==> config.mk <==
export PLATFORM = sky130hd
export DESIGN_NAME = lpm_sequencer
export DESIGN_NICKNAME = d
export VERILOG_FILES = /design/src/rtl/lpm_pkg.sv /design/src/rtl/lpm_phase_timer.sv /design/src/rtl/lpm_refresh_debt.sv /design/src/rtl/lpm_sequencer.sv
export SDC_FILE = /design/constraint.sdc
export NUM_CORES = 1
export LEC_CHECK = 0
export BUFFER_PORTS_ARGS = -buffer_cell sky130_fd_sc_hd__clkbuf_2
export CORE_ASPECT_RATIO = 2
export CORE_MARGIN = 4
export CORE_UTILIZATION = 32
export CTS_CLUSTER_DIAMETER = 50
export CTS_CLUSTER_SIZE = 16
export DETAILED_ROUTE_END_ITERATION = 16
export GPL_TIMING_DRIVEN = 0
export PLACE_DENSITY_LB_ADDON = 0.05
export REMOVE_ABC_BUFFERS = 1
export SLEW_MARGIN = 20
export SYNTH_ARGS = -nofsm -noshare
export SYNTH_HDL_FRONTEND = slang
export SYNTH_HIERARCHICAL = 1
export SYNTH_SLANG_ARGS = --single-unit
==> constraint.sdc <==
create_clock -name clk -period 4.8 [get_ports clk]
set_input_delay 0 -clock clk [delete_from_list [all_inputs] [get_ports clk]]
set_output_delay 0 -clock clk [all_outputs]
set_load 0.01 [all_outputs]
==> src/rtl/lpm_pkg.sv <==
package lpm_pkg;
    typedef enum logic [2:0] {
        ST_IDLE,
        ST_ODT_OFF,
        ST_SR_HOLD,
        ST_SR_EXIT,
        ST_PD_HOLD,
        ST_PD_EXIT
    } lpm_state_e;

    typedef logic [3:0] lpm_cmd_t;            // {cs_n, ras_n, cas_n, we_n}
    localparam lpm_cmd_t CMD_NOP = 4'b0111;
    localparam lpm_cmd_t CMD_SRE = 4'b0001;
endpackage

==> src/rtl/lpm_phase_timer.sv <==
module lpm_phase_timer #(
    parameter int W = 16
) (
    input  logic         clk,
    input  logic         rst_n,
    input  logic         clr,
    output logic [W-1:0] cnt
);
    localparam logic [W-1:0] CNT_TOP = '1;

    always_ff @(posedge clk) begin
        if (!rst_n || clr)
            cnt <= '0;
        else if (cnt != CNT_TOP)
            cnt <= cnt + 1'b1;
    end
endmodule

==> src/rtl/lpm_refresh_debt.sv <==
module lpm_refresh_debt (
    input  logic clk,
    input  logic rst_n,
    input  logic set_i,
    input  logic clr_i,
    output logic owed_o
);
    always_ff @(posedge clk) begin
        if (!rst_n)
            owed_o <= 1'b0;
        else if (set_i)
            owed_o <= 1'b1;
        else if (clr_i)
            owed_o <= 1'b0;
    end
endmodule

==> src/rtl/lpm_sequencer.sv <==
module lpm_sequencer
    import lpm_pkg::*;
#(
    parameter int CNT_W = 16
) (
    input  logic             clk,
    input  logic             rst_n,
    input  logic             sr_req,
    input  logic             pd_req,
    input  logic             banks_idle,
    input  logic             next_is_read,
    input  logic             ref_issued,
    input  logic [CNT_W-1:0] t_odt_off,
    input  logic [CNT_W-1:0] t_cke_min,
    input  logic [CNT_W-1:0] t_xsnr,
    input  logic [CNT_W-1:0] t_xsrd,
    input  logic [CNT_W-1:0] t_xp,
    input  logic [CNT_W-1:0] t_pd_max,
    output logic             cke,
    output logic             odt_en,
    output logic [3:0]       cmd,
    output logic             ready,
    output logic             pd_active
);
    localparam int XW = CNT_W + 1;

    lpm_state_e       state_q, state_d;
    logic [CNT_W-1:0] cnt;
    logic [XW-1:0]    elapsed;        // cycles spent in the current state, including this one
    logic             owed_q;
    logic             exit_rd_q;
    logic             row_open_q;
    logic             odt_done, cke_met, xsrd_done, xp_done, pd_limit, xsnr_met;

    assign elapsed   = {1'b0, cnt} + 1'b1;
    assign odt_done  = elapsed >= {1'b0, t_odt_off};
    assign cke_met   = elapsed >= {1'b0, t_cke_min};
    assign xsrd_done = elapsed >= {1'b0, t_xsrd};
    assign xp_done   = elapsed >= {1'b0, t_xp};
    assign pd_limit  = elapsed >= {1'b0, t_pd_max};
    assign xsnr_met  = {1'b0, cnt} >= {1'b0, t_xsnr};

    lpm_phase_timer #(.W(CNT_W)) u_timer (
        .clk   (clk),
        .rst_n (rst_n),
        .clr   (state_d != state_q),
        .cnt   (cnt)
    );

    lpm_refresh_debt u_debt (
        .clk    (clk),
        .rst_n  (rst_n),
        .set_i  (state_q == ST_SR_HOLD && state_d == ST_SR_EXIT),
        .clr_i  (ref_issued),
        .owed_o (owed_q)
    );

    // Next-state selection
    always_comb begin
        state_d = state_q;
        unique case (state_q)
            ST_IDLE: begin
                if (sr_req && banks_idle && !owed_q) state_d = ST_ODT_OFF;
                else if (pd_req)                     state_d = ST_PD_HOLD;
            end
            ST_ODT_OFF: if (odt_done)             state_d = ST_SR_HOLD;
            ST_SR_HOLD: if (cke_met && !sr_req)   state_d = ST_SR_EXIT;
            ST_SR_EXIT: if (xsrd_done)            state_d = ST_IDLE;
            ST_PD_HOLD: if ((cke_met && !pd_req) || pd_limit) state_d = ST_PD_EXIT;
            ST_PD_EXIT: if (xp_done)              state_d = ST_IDLE;
            default:                              state_d = ST_IDLE;
        endcase
    end

    // State register with the flags captured on transitions
    always_ff @(posedge clk) begin
        if (!rst_n) begin
            state_q    <= ST_IDLE;
            exit_rd_q  <= 1'b0;
            row_open_q <= 1'b0;
        end else begin
            state_q <= state_d;
            if (state_q == ST_SR_HOLD && state_d == ST_SR_EXIT)
                exit_rd_q <= next_is_read;
            if (state_q == ST_IDLE && state_d == ST_PD_HOLD)
                row_open_q <= !banks_idle;
        end
    end

    // Outputs
    always_comb begin
        cke       = 1'b1;
        odt_en    = 1'b1;
        cmd       = CMD_NOP;
        ready     = 1'b0;
        pd_active = 1'b0;
        unique case (state_q)
            ST_IDLE:    ready = 1'b1;
            ST_ODT_OFF: odt_en = 1'b0;
            ST_SR_HOLD: begin
                cke    = 1'b0;
                odt_en = 1'b0;
                if (cnt == '0) cmd = CMD_SRE;
            end
            ST_SR_EXIT: begin
                odt_en = 1'b0;
                ready  = !exit_rd_q && xsnr_met;
            end
            ST_PD_HOLD: begin
                cke       = 1'b0;
                pd_active = row_open_q;
            end
            ST_PD_EXIT: ;
            default: ;
        endcase
    end
endmodule

==> flow_summary.ini, run 1 <==
[run_status]
status = finished, final reports clean

[timing]
max_freq_mhz = 222
fin_skew_ns = 0.00414
slew_viol_final = 0
tightestPinTransition_ns = 0.769
hold_viol = 0
setup_viol = 0
post-route-min-period_ns = 4.50
rsz0062_at_grt = no
fin_tns_setup_ns = 0
max-slew-margin-rel_pct = 48.3
fin_crit_sh_pct = 93.8

[final_layout]
area_delta_synth_final_pct = 19.9
stdcell_count = 792
nets = 849
drive_gt1_share_pct = 21.4
antennaDiodeCount = 0

[global_routing]
grt_first_pass_wirelength_um = 21700
grt-ovfl-total = 0
grt_start_max_net_pins = 16
grt_use_total_pct = 18.9
antenna_found_initial = 0
grt_pass1_vias = 4590

[route]
drc_errors = 0
drtIter0Drc = 107
first_pass_iters = 4
via_per_inst = 5.32
wire_per_inst_um = 17.0
drt-total-wl_um = 13400
ant_nets = 0
vias = 4216

[logic_synthesis]
async_reset_ff_share_pct = 0
avgSynthCellArea_um2 = 7.47
yosysMostFrequentCell = inv_1
synth_top_area_share_pct = 30.6
yosys_warnings = 6
synth_largest_area_cell = ha_1
synth_common_cells = inv_1 (101), ha_1 (99), nor2_1 (33)
ys_top_cells_by_area = ha_1 (31%), dfxtp_1 (11%), inv_1 (9.4%)
synth_cell_types = 63
synth-edff-count = 0
synth_cells = 541
synthFlopType = dfxtp_1
synthesis.area_um2 = 4040
synth-seq-cells = 22
yosysSeqAreaShare_pct = 10.9

[worst_setup_path]
critPathBufInv = 1
critical_path_class = register to register
r2r_slack_ns = 0.30
startpoint_type = register
worstPathArrival_ns = 4.70
ff2ff_path_depth = 17
slowest_delay_ns = 0.52
cp.required_ns = 5.00
end_kind = register
r2r_end = u_timer/cnt[14]$_SDFFE_PP0P_
worstPathCellList = ha_1, nand3_2, nor2_2, and3_2, xor2_4, ha_1, a21o_1, a21o_1, a211oi_2, o211ai_1, buf_4, a22oi_1, nor4b_2, a31oi_1, nand2b_2, a31oi_1, o21a_1
crit_family = compound AO/OA/AOI/OAI gates
r2r-start = u_timer/cnt[1]$_SDFFE_PP0P_
path_max_fanout = 13
slowest_stage = dfxtp_1

[place]
gp_congestion = 0.888
hpwl_um = 11400
io_buffers = 108
dp_cells = 788

[power_and_ir_drop]
power_density_nw_per_um2 = 125
ir_drop_mv = 0.149
power_leakage_nw = 2.69
power_uw = 605

[min_path]
hold-path-endpoint = state_q[1]$_SDFF_PN0_
hold_path_class = input port to register
min-delay-start = rst_n
holdPathStages = 2

[cts]
insertion_delay_ns = 0.26
ctsRootBufferMaster = clkbuf_16
clkSinkCount = 22
clock_path_buffers = 2
cts_tree = done
path_clk_slew_ns = 0.06
cts_made_buffers = 3
htree_num_levels = 1

[floorplanning]
die_w_um = 87.5
rows = 57
fp.dieH_um = 167
dieArea_um2 = 14600
core-area_um2 = 12300
initial_core_util_pct = 33.0
io_pins = 111

[flow_run]
drv_cap = 0
==> cell usage in the layout, fill, tap and decap left out, types with 3 or more instances in the layout <==
master / count
a211oi_1: 9
a21o_1: 9
a21oi_1: 31
a31oi_1: 10
and4_1: 3
clkbuf_16: 3
clkbuf_2: 108
dfxtp_1: 21
ha_1: 99
inv_1: 101
nand2_1: 26
nand2b_1: 5
nand3_1: 20
nand4_1: 22
nor2_1: 32
nor2b_1: 6
nor3_1: 6
nor4_1: 9
o211ai_1: 6
o21a_1: 9
o21ai_0: 25
o21ai_1: 5
o31ai_1: 3
or2_2: 4
or3_1: 6
or4_1: 4
xnor2_1: 6
xor2_1: 6
==> layout make-up <==
cell class	instances	area [um^2]
multi-input combinational	410	3220
clock buffer	3	75.1
fill	1306	7420
timing repair buffer	109	548
tap	147	184
inverter	101	379
sequential	22	442
==> sequential cells by signal, indices dropped and copies added (netlist names) <==
signal,cells
state_q,3
u_timer/cnt,16
exit_rd_q,1
row_open_q,1
u_debt/owed_o,1
==> through the flow <==
stage / worst slack (ns) / utilization, % / instance area, um^2 / hold WS (ns)
after floorplan: 0.985 / - / 4000 / 0.117
after global placement: -0.847 / 38.5 / 4720 / 0.303
after detailed placement: -0.817 / 38.5 / 4720 / 0.298
after CTS: 0.0941 / 39.3 / 4820 / 0.0366
after global routing: 0.0466 / 39.5 / 4850 / 0.0514
final: 0.299 / 39.5 / 4850 / 0.0344
==> kinds of logic (layout without fill, tap and decap cells) <==
logic type / Yosys count / count (layout) / share of synthesized area, %
fa+ha+maj: 99 / 99 / 30.6
other cells: 2 / 2 / 0.186
buf+inv: 109 / 213 / 10.6
simple gates: 167 / 167 / 24.3
compound gates: 125 / 125 / 19.7
mux: 2 / 2 / 0.495
xor+xnor: 15 / 15 / 3.25
flops: 22 / 22 / 10.9
==> how the worst max path moves through the flow <==
stage,cells after the start,to,from
2_1_floorplan,16,u_timer/cnt[14]$_SDFFE_PP0P_,u_timer/cnt[0]$_SDFFE_PP0P_
3_3_place_gp,16,u_timer/cnt[14]$_SDFFE_PP0P_,u_timer/cnt[0]$_SDFFE_PP0P_
3_5_place_dp,16,u_timer/cnt[14]$_SDFFE_PP0P_,u_timer/cnt[0]$_SDFFE_PP0P_
4_1_cts,17,u_timer/cnt[14]$_SDFFE_PP0P_,u_timer/cnt[1]$_SDFFE_PP0P_
5_1_grt,17,u_timer/cnt[14]$_SDFFE_PP0P_,u_timer/cnt[1]$_SDFFE_PP0P_
6_report,17,u_timer/cnt[14]$_SDFFE_PP0P_,u_timer/cnt[1]$_SDFFE_PP0P_
==> power by group <==
group,internal [mW],switching (mW)
registers,0.188,0.0165
clock network,0.110,0.0679
logic,0.104,0.118
total,0.403,0.202
==> layer usage <==
metal  track usage [%]  up-vias  share of wire, %
met5                 0        -                 0
met4              10.1        0               5.4
met3              1.14       27               4.1
met2              37.3      118                55
met1              18.4     1910                36
li1                  -     2161                 -
==> repair_timing <==
action | 4_1_cts | 5_1_grt
hold buffers | 0 | 0
resized for setup | 4 | 4
hold endpoints to repair | 0 | 0
buffers inserted | 1 | 0
setup endpoints to repair | 17 | 8
pin swaps | 1 | 0
No activity file was read; power rests on OpenSTA's default activity.
==> inputs of run 2 (changes only) <==
--- a/config.mk
+++ b/config.mk
@@ -6,6 +6,7 @@
 export NUM_CORES = 1
 export LEC_CHECK = 0
 export BUFFER_PORTS_ARGS = -buffer_cell sky130_fd_sc_hd__clkbuf_2
+export CAP_MARGIN = 30
 export CORE_ASPECT_RATIO = 2
 export CORE_MARGIN = 4
 export CORE_UTILIZATION = 32
@@ -15,7 +16,7 @@
 export GPL_TIMING_DRIVEN = 0
 export PLACE_DENSITY_LB_ADDON = 0.05
 export REMOVE_ABC_BUFFERS = 1
-export SLEW_MARGIN = 20
+export SLEW_MARGIN = 25
 export SYNTH_ARGS = -nofsm -noshare
 export SYNTH_HDL_FRONTEND = slang
 export SYNTH_HIERARCHICAL = 1
==> constraint.sdc (replaced) <==
create_clock -name clk -period 3.8 [get_ports clk]
set_input_delay 0 -clock clk [delete_from_list [all_inputs] [get_ports clk]]
set_output_delay 0 -clock clk [all_outputs]
set_load 0.01 [all_outputs]
==> run 2 against run 1 <==
Clock skew decreased by 0.0016 ns. Global-route usage up 0.72 points. Die area unchanged. Critical path type unchanged. Sequential power rose by 20%. Maximum frequency increased by 21%. Wire length increased by 5.9%. Non-clock buffer count is 56 higher. Flip-flop and latch count unchanged. Critical endpoint unchanged.
==> flow_summary.ini, run 2 (synthesized netlist as in run 1, its figures left out) <==
[run_status]
status = finished, final reports clean

[final_layout]
nets = 906
largest_register = u_timer/cnt
antennaDiodeCount = 0
largest_reg_flops = 16
final_cell_mix = clkbuf_2 (108), inv_1 (101), ha_1 (94), buf_4 (55), nor2_1 (30)
top_regs = u_timer/cnt x16, state_q x3
stdcell_area_um2 = 5660
multi_input_comb_area_um2 = 3550
fill_cells = 1256
final_common_cell = clkbuf_2
area_delta_synth_final_pct = 40.0
seq_area_um2 = 487
utilization_pct = 46.1
stdcell_count = 849
drive_gt1_share_pct = 33.3

[power_and_ir_drop]
power_uw = 802
power.switching_uw = 273
p_sw_share_pct = 34.1
power_density_nw_per_um2 = 142
pwr-share-clk_pct = 28.1
power_leakage_nw = 3.09
intPower_uw = 528
ir_drop_mv = 0.201
seq_power_share_pct = 30.5
power_frac_comb_pct = 41.4

[floorplanning]
core-area_um2 = 12300
fp.dieH_um = 167
io_pins = 111
initial_core_util_pct = 33.0
die_w_um = 87.5
rows = 57
dieArea_um2 = 14600

[cts]
cts_tree = done
path_clk_slew_ns = 0.06
ctsRootBufferMaster = clkbuf_16
cts_hold_buf = 0
clock_path_buffers = 2
cts_made_buffers = 3
htree_num_levels = 1
clkSinkCount = 22
insertion_delay_ns = 0.26

[place]
place_area_um2 = 4720
hpwl_um = 11400
dp_cells = 788
io_buffers = 108
gp_congestion = 0.888

[worst_setup_path]
end_kind = register
cp.required_ns = 4.00
r2r-start = u_timer/cnt[1]$_SDFFE_PP0P_
r2r_end = u_timer/cnt[14]$_SDFFE_PP0P_
ff2ff_path_depth = 16
worstPathArrival_ns = 3.92
critical_path_class = register to register
startpoint_type = register
path_max_fanout = 6
r2r_slack_ns = 0.08

[min_path]
holdPathStages = 3
hold_path_class = input port to register
min-delay-start = ref_issued
hold-path-endpoint = u_debt/owed_o$_SDFFE_PN0P_

[route]
drt-total-wl_um = 14200
drtIter0Drc = 95
drc_errors = 0
wire_per_inst_um = 16.8
via_per_inst = 5.22
first_pass_iters = 5
vias = 4429
ant_nets = 0

[timing]
hold_viol = 0
slew_viol_final = 0
max-slew-margin-rel_pct = 48.5
fin_crit_sh_pct = 97.8
fin_skew_ns = 0.00252
setup_viol = 0
tightestPinTransition_ns = 0.767
max_freq_mhz = 269
post-route-min-period_ns = 3.72
rsz0062_at_grt = yes
fin_tns_setup_ns = 0

[global_routing]
grt_start_max_net_pins = 16
grt_first_pass_wirelength_um = 22500
grt_pass1_vias = 4723
grt_use_total_pct = 19.6
antenna_found_initial = 0
grt-ovfl-total = 0

[flow_run]
drv_cap = 0
-- run 2: cell count changes in the layout (fill, tap and decap cells not counted), sizes merged --
| cell | before | now |
|---|---|---|
| buf | 1 | 57 |
| nand2b | 6 | 7 |
-- run 2: area by class of cell --
type,count,share of cell area [%]
timing repair buffer,165,17.4
tap,147,3.25
clock buffer,3,1.33
inverter,101,6.70
sequential,22,8.60
multi-input combinational,411,62.7
-- run 2: how the worst max path moves through the flow --
stage	startpoint	to	cells after the start
finish	u_timer/cnt[1]$_SDFFE_PP0P_	u_timer/cnt[14]$_SDFFE_PP0P_	16
global route	u_timer/cnt[1]$_SDFFE_PP0P_	u_timer/cnt[14]$_SDFFE_PP0P_	16
CTS	u_timer/cnt[2]$_SDFFE_PP0P_	u_timer/cnt[14]$_SDFFE_PP0P_	14
detailed placement	u_timer/cnt[0]$_SDFFE_PP0P_	u_timer/cnt[14]$_SDFFE_PP0P_	16
global placement	u_timer/cnt[0]$_SDFFE_PP0P_	u_timer/cnt[14]$_SDFFE_PP0P_	16
floorplan	u_timer/cnt[0]$_SDFFE_PP0P_	u_timer/cnt[14]$_SDFFE_PP0P_	16
-- run 2: layer usage --
layer	wire length [um]	GRT usage [%]	part of all wire, %
met3	442	1.14	3.1
met4	491	7.62	3.5
met1	5060	18.8	36
met2	8240	40.6	58
met5	0	0	0
-- run 2: per-stage QoR --
step | setup slack, ns | hold slack, ns
finish | 0.0826 | 0.0608
global route | -0.0872 | 0.0700
CTS | 0.00808 | 0.0651
detailed placement | -1.82 | 0.298
global placement | -1.85 | 0.303
floorplan | -0.0150 | 0.117
-- run 2: repair_timing --
item,4_1_cts,5_1_grt
gates resized for setup,53,30
pin swaps,4,23
setup buffers,12,45
setup endpoints to repair,20,16
gates cloned,1,0
-- run 2: critical path, stage by stage (launching register included) --
cell      delay (ns)
dfxtp_4         0.37
ha_4            0.15
nand3_4         0.13
nor2_4          0.17
buf_4           0.15
xor2_4          0.24
ha_4            0.17
and4_4          0.20
nand4_1         0.18
or4_1           0.52
and4_1          0.19
o21a_2          0.15
nor4b_4         0.34
a31oi_4         0.18
nand2b_4        0.22
a31oi_1         0.16
o21a_1          0.13
-- run 2: power by group through the flow --
stage / Combinational [mW] / Clock, mW / Sequential [mW]
after floorplan: 0.163 / 0 / 0.256
after global placement: 0.276 / 0 / 0.263
after detailed placement: 0.281 / 0 / 0.264
after CTS: 0.325 / 0.233 / 0.250
after global routing: 0.377 / 0.244 / 0.246
final: 0.332 / 0.225 / 0.245
